[src/rtl/i2s_tx_pkg.sv]
package i2s_tx_pkg;
   localparam int SCLK_PER_FRAME = 64;
   localparam int SLOTS_PER_HALF = SCLK_PER_FRAME / 2;
   localparam int MCLK_PER_SCLK  = 4;
   localparam int SLOT_W         = $clog2(SCLK_PER_FRAME);

   typedef struct packed {
      logic              mclk;
      logic              sclk;
      logic              lrck;
      logic [SLOT_W-1:0] slot;
   } i2s_timing_t;
endpackage

[src/rtl/i2s_tx_clkgen.sv]
module i2s_tx_clkgen
   import i2s_tx_pkg::*;
#(
   parameter int MCLK_HALF_LOG2 = 0
) (
   input  logic        clk,
   input  logic        rst_n,
   input  logic        tx_en,
   output logic        running,
   output logic        load,
   output i2s_timing_t tim
);
   localparam int MCLK_BIT = MCLK_HALF_LOG2;
   localparam int SCLK_BIT = MCLK_BIT + $clog2(MCLK_PER_SCLK);
   localparam int PW       = SCLK_BIT + 1 + SLOT_W;

   logic [PW-1:0] phase;

   initial begin
      if (MCLK_HALF_LOG2 < 0 || MCLK_HALF_LOG2 > 8)
         $error("MCLK_HALF_LOG2 out of range");
   end

   always_ff @(posedge clk or negedge rst_n) begin
      if (!rst_n) begin
         running <= 1'b0;
         phase   <= '0;
      end else if (!tx_en) begin
         running <= 1'b0;
         phase   <= '0;
      end else begin
         running <= 1'b1;
         if (running) phase <= phase + 1'b1;
      end
   end

   assign load      = tx_en && (!running || (&phase));
   assign tim.mclk  = phase[MCLK_BIT];
   assign tim.sclk  = phase[SCLK_BIT];
   assign tim.slot  = phase[PW-1:SCLK_BIT+1];
   assign tim.lrck  = tim.slot[SLOT_W-1];

   assert_frame_wrap_R2: assert property (@(posedge clk) disable iff (!rst_n)
      (running && tx_en && (&phase)) |=> (phase == '0));
endmodule

[src/rtl/i2s_tx_fifo.sv]
module i2s_tx_fifo #(
   parameter int DEPTH = 16,
   parameter int WIDTH = 32,
   localparam int AW = $clog2(DEPTH),
   localparam int LW = AW + 1
) (
   input  logic             clk,
   input  logic             rst_n,
   input  logic             clr,
   input  logic             wr,
   input  logic [WIDTH-1:0] wdata,
   input  logic             rd,
   output logic [WIDTH-1:0] rdata,
   output logic             empty,
   output logic [LW-1:0]    level
);
   logic [WIDTH-1:0] mem [DEPTH];
   logic [AW-1:0]    wp, rp;
   logic             do_wr, do_rd;

   initial begin
      if (DEPTH < 2 || (DEPTH & (DEPTH - 1)) != 0)
         $error("DEPTH must be a power of two, at least 2");
   end

   assign empty = (level == '0);
   assign do_wr = wr && !clr && (level != LW'(DEPTH));
   assign do_rd = rd && !clr && !empty;
   assign rdata = mem[rp];

   for (genvar e = 0; e < DEPTH; e++) begin : g_entry
      always_ff @(posedge clk) begin
         if (do_wr && wp == AW'(e)) mem[e] <= wdata;
      end
   end

   always_ff @(posedge clk or negedge rst_n) begin
      if (!rst_n) begin
         wp <= '0; rp <= '0; level <= '0;
      end else if (clr) begin
         wp <= '0; rp <= '0; level <= '0;
      end else begin
         if (do_wr) wp <= wp + 1'b1;
         if (do_rd) rp <= rp + 1'b1;
         level <= level + LW'(do_wr) - LW'(do_rd);
      end
   end

   assert_no_overflow_R5: assert property (@(posedge clk) disable iff (!rst_n)
      level <= LW'(DEPTH));
   assert_clr_empties_R8: assert property (@(posedge clk) disable iff (!rst_n)
      clr |=> (level == '0));
   assert_level_hold_R10: assert property (@(posedge clk) disable iff (!rst_n)
      (wr && rd && !clr && !empty && level != LW'(DEPTH)) |=> $stable(level));
endmodule

[src/rtl/i2s_tx_serializer.sv]
module i2s_tx_serializer
   import i2s_tx_pkg::*;
#(
   parameter int SAMPLE_W = 16,
   localparam int WORD_W = 2 * SAMPLE_W
) (
   input  logic              clk,
   input  logic              rst_n,
   input  logic              tx_en,
   input  logic              load,
   input  logic              clr,
   input  logic              fifo_empty,
   input  logic [WORD_W-1:0] fifo_word,
   input  i2s_timing_t       tim,
   output logic              sdo,
   output logic              underflow
);
   localparam int PW = $clog2(SLOTS_PER_HALF);

   logic [WORD_W-1:0]   cur;
   logic [SAMPLE_W-1:0] chan;
   logic [PW-1:0]       pos;

   initial begin
      if (SAMPLE_W < 1 || SAMPLE_W > SLOTS_PER_HALF - 1)
         $error("SAMPLE_W must fit a half-frame after the lead slot");
   end

   always_ff @(posedge clk or negedge rst_n) begin
      if (!rst_n) begin
         cur       <= '0;
         underflow <= 1'b0;
      end else begin
         if (!tx_en)                       cur <= '0;
         else if (load)                    cur <= (clr || fifo_empty) ? '0 : fifo_word;
         if (clr)                          underflow <= 1'b0;
         else if (load && fifo_empty)      underflow <= 1'b1;
      end
   end

   assign pos  = tim.slot[PW-1:0];
   assign chan = tim.lrck ? cur[SAMPLE_W-1:0] : cur[WORD_W-1:SAMPLE_W];

   always_comb begin
      sdo = 1'b0;
      if (int'(pos) >= 1 && int'(pos) <= SAMPLE_W)
         sdo = chan[SAMPLE_W - int'(pos)];
   end

   assert_pad_zero_R3: assert property (@(posedge clk) disable iff (!rst_n)
      (pos == '0 || int'(pos) > SAMPLE_W) |-> !sdo);
   assert_underflow_sticky_R7: assert property (@(posedge clk) disable iff (!rst_n)
      (underflow && !clr) |=> underflow);
endmodule

[src/rtl/i2s_tx_master.sv]
module i2s_tx_master
   import i2s_tx_pkg::*;
#(
   parameter int MCLK_HALF_LOG2 = 0,
   parameter int FIFO_DEPTH     = 16,
   parameter int SAMPLE_W       = 16,
   localparam int WORD_W = 2 * SAMPLE_W,
   localparam int LVL_W  = $clog2(FIFO_DEPTH) + 1
) (
   input  logic              clk,
   input  logic              rst_n,
   input  logic              tx_en,
   input  logic              fifo_clr,
   input  logic              wr_en,
   input  logic [WORD_W-1:0] wr_data,
   output logic              dma_req,
   output logic [LVL_W-1:0]  fifo_level,
   output logic              underflow,
   output logic              mclk,
   output logic              sclk,
   output logic              lrck,
   output logic              sdo
);
   i2s_timing_t       tim;
   logic              running, load, f_empty;
   logic [WORD_W-1:0] f_word;

   i2s_tx_clkgen #(.MCLK_HALF_LOG2(MCLK_HALF_LOG2)) u_clk (
      .clk(clk), .rst_n(rst_n), .tx_en(tx_en),
      .running(running), .load(load), .tim(tim));

   i2s_tx_fifo #(.DEPTH(FIFO_DEPTH), .WIDTH(WORD_W)) u_fifo (
      .clk(clk), .rst_n(rst_n), .clr(fifo_clr),
      .wr(wr_en), .wdata(wr_data), .rd(load),
      .rdata(f_word), .empty(f_empty), .level(fifo_level));

   i2s_tx_serializer #(.SAMPLE_W(SAMPLE_W)) u_ser (
      .clk(clk), .rst_n(rst_n), .tx_en(tx_en), .load(load), .clr(fifo_clr),
      .fifo_empty(f_empty), .fifo_word(f_word), .tim(tim),
      .sdo(sdo), .underflow(underflow));

   assign dma_req = (fifo_level <= LVL_W'(FIFO_DEPTH / 2));
   assign mclk    = tim.mclk;
   assign sclk    = tim.sclk;
   assign lrck    = tim.lrck;

   assert_dma_threshold_R6: assert property (@(posedge clk) disable iff (!rst_n)
      (fifo_level > LVL_W'(FIFO_DEPTH / 2)) |-> !dma_req);
   assert_idle_quiet_R9: assert property (@(posedge clk) disable iff (!rst_n)
      !tx_en |=> (!mclk && !sclk && !lrck && !sdo));
   assert_sdo_edge_R3: assert property (@(posedge clk) disable iff (!rst_n)
      (running && $past(running) && !$stable(sdo)) |-> $fell(sclk));
endmodule

[config.mk]
export PLATFORM = sky130hd
export DESIGN_NAME = i2s_tx_master
export DESIGN_NICKNAME = d
export VERILOG_FILES = /design/src/rtl/i2s_tx_pkg.sv /design/src/rtl/i2s_tx_clkgen.sv /design/src/rtl/i2s_tx_fifo.sv /design/src/rtl/i2s_tx_serializer.sv /design/src/rtl/i2s_tx_master.sv
export SDC_FILE = /design/constraint.sdc
export NUM_CORES = 1
export LEC_CHECK = 0
export BUFFER_PORTS_ARGS = -buffer_cell sky130_fd_sc_hd__buf_2
export CORE_MARGIN = 3
export CORE_UTILIZATION = 50
export CTS_CLUSTER_DIAMETER = 60
export CTS_CLUSTER_SIZE = 20
export DETAILED_ROUTE_END_ITERATION = 16
export GPL_TIMING_DRIVEN = 0
export PLACE_DENSITY = 0.66
export SYNTH_ARGS = -nofsm -noshare
export SYNTH_HDL_FRONTEND = slang
export SYNTH_SLANG_ARGS = --single-unit
[constraint.sdc]
create_clock -name clk -period 6.8 [get_ports clk]
set_input_delay 0.34 -clock clk [delete_from_list [all_inputs] [get_ports clk]]
set_output_delay 0.34 -clock clk [all_outputs]
set_load 0.02 [all_outputs]
* Yosys cells after proc, flatten, opt, wreduce, memory -nomap -nowiden
Memories as Yosys holds them, arrays and structs flattened. Cells that the tools add are included.
Word-level totals: bits in registers 56, latch bits 0, memory bits (writable) 512, memory bits (read-only) 0, input port bits 37, output and inout bits 11, logic and storage cells 180, memories 1
Memory list:
- u_fifo.mem | words 16, width 32, rd ports 1, clocked after Yosys merged registers in 0, wr ports 1, RTL line i2s_tx_fifo.sv:17 | logic [WIDTH-1:0] mem [DEPTH];
Operators by class: $add $sub $neg 6, $mul 0, div/mod/pow operators 0, $lt $le $gt $ge 4, eq/ne operators 18, shifts and indexed selects 0, mux-type cells 95, bitwise gates (word level) 0, reductions and logical operators 49
Operators by type and width (number):
- $mux W32 | 18
- $reduce_or A32 Y1 | 15
- $mux W4 | 19
- $mux W1 | 53
- $eq A4 B4 Y1 const B | 8
- $lt A32 B6 Y1 const B | 1
- $logic_and A1 B1 Y1 | 23
- $mux W9 | 2
- $eq A4 B3 Y1 const B | 4
- $mux W16 | 1
- $add A9 B1 Y9 const B | 1
- $reduce_and A9 Y1 | 1
- $add A4 B1 Y4 const B | 2
- $eq A4 B2 Y1 const B | 2
- $reduce_bool A2 Y1 | 3
- $sub A5 B5 Y6 const A | 1
- $add A5 B1 Y5 | 1
- $ge A5 B1 Y1 const B | 1
- $le A5 B4 Y1 const B | 1
- $le A5 B5 Y1 const B | 1
- $logic_not A5 Y1 | 1
- $mux W5 | 1
- $ne A5 B5 Y1 const B | 1
- $sub A5 B1 Y5 | 1
- 6 further kinds | 10

* Depth between registers and ports, before layout
depth after elaboration 22, mapped depth 19

* By module
From an unflattened synthesis, not the netlist that was laid out.
Second synthesis, totals: cells, all modules 1199, area total of the unflattened synthesis 22635.5 um^2
By module, submodules not included:
- i2s_tx_fifo | instances 1, cells each 1024, area an instance 20470.9 um^2, seq. area each 15700.1 um^2
- i2s_tx_serializer | instances 1, cells each 119, area an instance 1587.8 um^2, seq. area each 825.8 um^2
- i2s_tx_clkgen | instances 1, cells each 54, area an instance 565.5 um^2, seq. area each 250.2 um^2
- i2s_tx_master | instances 1, cells each 2, area an instance 11.3 um^2, seq. area each 0.0 um^2

* Least setup slack after synthesis
No wires, ideal clock.
kind register to register, start register u_fifo.level[2], end memory u_fifo.mem[3][0], enable pin, arrival time 3.668 ns, data required time 6.339 ns, setup slack 2.671 ns, stages on the path, launching flop included 6, buffers on the path 0, period minus slack after synthesis 4.129 ns, path through dfrtp_1 -> inv_1 -> ha_1 -> a311oi_1 -> nand2_1 -> nor3_1
Between the ends: cells in the longest elaborated chain, start to end 21, elaborated cells on any way between the ends 95, classes of those cells eq/ne (1); mux (62); reduce/logical (32)
Ends and longest elaborated chain:
- start, declared | RTL line i2s_tx_fifo.sv:15 | output logic [LW-1:0] level
- start signal, assigned | RTL line i2s_tx_fifo.sv:45 | level <= level + LW'(do_wr) - LW'(do_rd);
- $ne A5 B5 Y1 (*) | RTL line i2s_tx_fifo.sv:27 | assign do_wr = wr && !clr && (level != LW'(DEPTH));
- $logic_and A1 B1 Y1 (*) | RTL line i2s_tx_fifo.sv:27
- $logic_and A1 B1 Y1 | RTL line i2s_tx_fifo.sv:33 | if (do_wr && wp == AW'(e)) mem[e] <= wdata;
- $mux W1 | RTL line i2s_tx_fifo.sv:33
- $mux W1 (not written as such) | RTL line i2s_tx_fifo.sv:33
- $reduce_or A32 Y1 (no line)
- $mux W4 (no line) or $mux W1 (tied branches) (15 in a row)
- end, declared | RTL line i2s_tx_fifo.sv:17
Mark *: on every way between the ends. The rest lies on a longest branch, timed or not.

* Worst setup path after layout
start register u_clk.phase[3], end register u_fifo.level[4]
Between the ends: cells in the longest elaborated chain, start to end 7
Ends and longest elaborated chain:
- start, declared | RTL line i2s_tx_clkgen.sv:17 | logic [PW-1:0] phase;
- start signal, assigned | RTL line i2s_tx_clkgen.sv:33 | if (running) phase <= phase + 1'b1;
- $reduce_and A9 Y1 | RTL line i2s_tx_clkgen.sv:37 | assign load = tx_en && (!running || (&phase));
- $logic_or A1 B1 Y1 | RTL line i2s_tx_clkgen.sv:37
- $logic_and A1 B1 Y1 | RTL line i2s_tx_clkgen.sv:37
- $logic_and A1 B1 Y1 (2 in a row) | RTL line i2s_tx_fifo.sv:28 | assign do_rd = rd && !clr && !empty;
- $sub A5 B1 Y5 | RTL line i2s_tx_fifo.sv:45
- $mux W5 | RTL line i2s_tx_fifo.sv:40 | end else if (clr) begin
No other way between the ends. A chain may end at the register's enable or synchronous reset.

==> impl_metrics.ini <==
[critical_path]
cp_slowest_stage_delay_ps = 680
arrival_ps = 5090
crit_path_end_kind = flop
start_kind = flop
crit_path_max_fanout = 10
required_ps = 7250
crit_family = simple AND/OR/NAND/NOR gates
cpMostUsedCell = inv_1
crit_buf_inv = 6
slowest_stage = nor3_1
crit_type = reg -> reg
crit_path_cell_trace = buf_1 > nand4_1 > nor2_1 > ha_1 > nor2b_1 > nor3_1 > nand2b_1 > inv_1 > buf_1 > ha_1 > inv_1 > ha_1 > inv_1 > fa_1 > inv_1 > a21oi_1 > nor2_1 > or3_1 > a21oi_1

[outcome]
status = completed

[clock_network]
post_cts_buffers = 0
clkTransAtPathRegs_ps = 80
clockRootBuffer = clkbuf_16
cts.path.max_buffers = 3
htreeDepth = 2
numCtsBuffers = 38
cts_tree = built
post_cts_resized = 0
numClockSinks = 568
worstSkewPairLatency_ps = 570
cts_hold_buf = 1

[cells_and_area]
diodes = 0
drive_gt1_frac = 0.293
final_cell_area_um2 = 25000
final_core_util = 0.574
layout.nets = 1142
num-fill-cells = 3175
area_delta_synth_final_pct = 12.7

[route]
drt-wirelength-per-cell_um = 27.7
antenna_left = 0
num_vias = 10222
drcViolationCount = 0
drt_first_pass_iters = 5
vias_per_cell = 6.02
detail_route.iter0.violations = 1000
finalWirelength_um = 47100

[logic_synthesis]
avgSynthCellArea_um2 = 22.9
yosys.area.top_type_share = 0.694
yosys_register_bits = 568
synthCells = 969
synth_cell_types = 36
synthTopCellsByArea = edfxtp_1 69%, mux4_2 16%, dfrtp_1 6.3%, a22o_1 1.3%, mux4_1 1.2%
synth_edf_count = 512
ys.flop_type = edfxtp_1
yosysSeqAreaShare = 0.757
syn_area_um2 = 22200
yosysMostFrequentCell = edfxtp_1
synth_top_cell_by_area = edfxtp_1
synthArstFlopShare = 0.0986
postSynthNetCount = 1025
synth_commonest_cells = 512 x edfxtp_1, 159 x mux4_2, 56 x dfrtp_1
yosysWarnings = 0

[sta]
skew_ps = 18.9
finalSetupTns_ps = 0
worst_pin_slew_ps = 1050
fin_crit_sh = 0.682
timing.hold.ws_ps = 66.5
slew-limit-headroom = 0.303
setup_slack_ps = 2160
finalSetupViolations = 0
max_freq_mhz = 216
min_period_ps = 4640
drv_slew = 0
rsz0062_at_grt = no
hold_viol_final = 0

[global_routing]
grtUsageMet1 = 0.320
met2_usage = 0.321
grt.busiest_layer = met2
groute.usage.overall = 0.207
grt_pass1_vias = 10312
grt_pass1_wl_um = 70400
grt_max_degree = 57
antenna_found_initial = 2
overflow = 0
use_met3 = 0.0338

[placed_design]
port_buffers = 47
gp_congestion = 0.762
dpl.hpwl_um = 30400
place_area_um2 = 23700
dp_slack_ps = 2190

[floorplan]
row_count = 76
initial_utilization = 0.510
die_area_um2 = 46900
coreArea_um2 = 43500
die_height_um = 217
ios = 48
fp.dieW_um = 217

[pwr]
power_density_nw_per_um2 = 292
vdd_drop_max_mv = 0.189
power.leakage_nw = 8.02

[min_path]
min_path_type = in -> reg

[flow_run]
cap_violations = 0
## through the flow
| step | power (mW) | cells |
|---|---|---|
| floorplan | 4.65 | 969 |
| global placement | 4.94 | 1601 |
| detailed placement | 4.97 | 1629 |
| CTS | 7.35 | 1696 |
| global route | 7.55 | 1697 |
| finish | 7.29 | 1697 |
## sequential cells by signal, indices dropped and copies added (netlist names)
register,count
u_fifo.mem,512
u_ser.cur,32
u_fifo.rp,4
u_fifo.level,5
u_clk.running,1
u_fifo.wp,4
u_ser.underflow,1
u_clk.phase,9
## cell usage in the layout (no fill, tap or decap), types with 4 or more instances in the layout
cell type | synthesis | routed
a21oi_1 | 8 | 8
a22o_1 | 32 | 32
buf_1 | 11 | 11
buf_12 | 1 | 9
buf_16 | 0 | 4
buf_2 | 6 | 52
buf_6 | 11 | 27
clkbuf_1 | 23 | 30
clkbuf_16 | 0 | 41
dfrtp_1 | 56 | 56
edfxtp_1 | 512 | 512
ha_1 | 18 | 18
inv_1 | 17 | 17
mux2i_1 | 7 | 7
mux4_1 | 10 | 10
mux4_2 | 159 | 159
nand2_1 | 10 | 10
nand2b_1 | 4 | 4
nand3_1 | 4 | 4
nor2_1 | 34 | 22
nor2_4 | 0 | 12
nor3_1 | 8 | 4
nor3_2 | 0 | 4
xnor2_1 | 7 | 7
xor2_1 | 7 | 7
## power by group
group	internal, mW	switching, mW
Clock	1.25	1.16
Combinational	0.460	0.486
Sequential	3.89	0.0430
## metal layers
| metal | part of all wire | up-vias |
|---|---|---|
| met5 | 0.00066 | - |
| met4 | 0.015 | 4 |
| met3 | 0.062 | 55 |
| met2 | 0.48 | 336 |
| met1 | 0.44 | 5528 |
| li1 | - | 4299 |
## path summary, 6_finish.rpt
path,from,to,slack [ps],cells after the start
max,u_clk.phase[3]$_DFFE_PN0P_,u_fifo.level[4]$_DFF_PN0_,2160,19
min,fifo_clr,u_fifo.wp[3]$_DFFE_PN0P_,70,2
max reg2reg,u_clk.phase[3]$_DFFE_PN0P_,u_fifo.level[4]$_DFF_PN0_,2160,19
min reg2reg,u_ser.cur[30]$_DFFE_PN0P_,u_ser.cur[30]$_DFFE_PN0P_,500,1
max in group asynchronous,rst_n,u_ser.cur[10]$_DFFE_PN0P_,5930,2
min in group asynchronous,rst_n,u_fifo.wp[3]$_DFFE_PN0P_,360,2
## kinds of logic after synthesis
group / after synthesis / share of synthesized area
adders and majority gates: 19 / 0.0111
DFF: 568 / 0.757
buffers and inverters: 69 / 0.0165
xor gates and xnor gates: 14 / 0.00553
and+or+nand+nor: 74 / 0.0156
AOI/OAI and AO/OA: 49 / 0.0174
muxes: 176 / 0.177
## cell type report
| cell class | instances | area (um2) | share of cell area |
|---|---|---|---|
| well taps | 585 | 732 | 0.0293 |
| flip-flops and latches | 568 | 16800 | 0.672 |
| multi-input cells | 332 | 5120 | 0.205 |
| clock inverters | 17 | 194 | 0.00777 |
| inverters | 17 | 63.8 | 0.00256 |
| clock buffers | 49 | 1070 | 0.0427 |
| plain buffers | 52 | 302 | 0.0121 |
| repair buffers | 77 | 708 | 0.0284 |
## worst register-to-register path: stages, from the launching register on
cell and delay [ps]:
dfrtp_1 490, buf_1 460, nand4_1 230, nor2_1 200, ha_1 170, nor2b_1 60
nor3_1 680, nand2b_1 110, inv_1 180, buf_1 480, ha_1 340, inv_1 60
ha_1 160, inv_1 60, fa_1 430, inv_1 80, a21oi_1 60, nor2_1 110
or3_1 120, a21oi_1 60
Note: power is estimated with default switching activity, not from simulation.
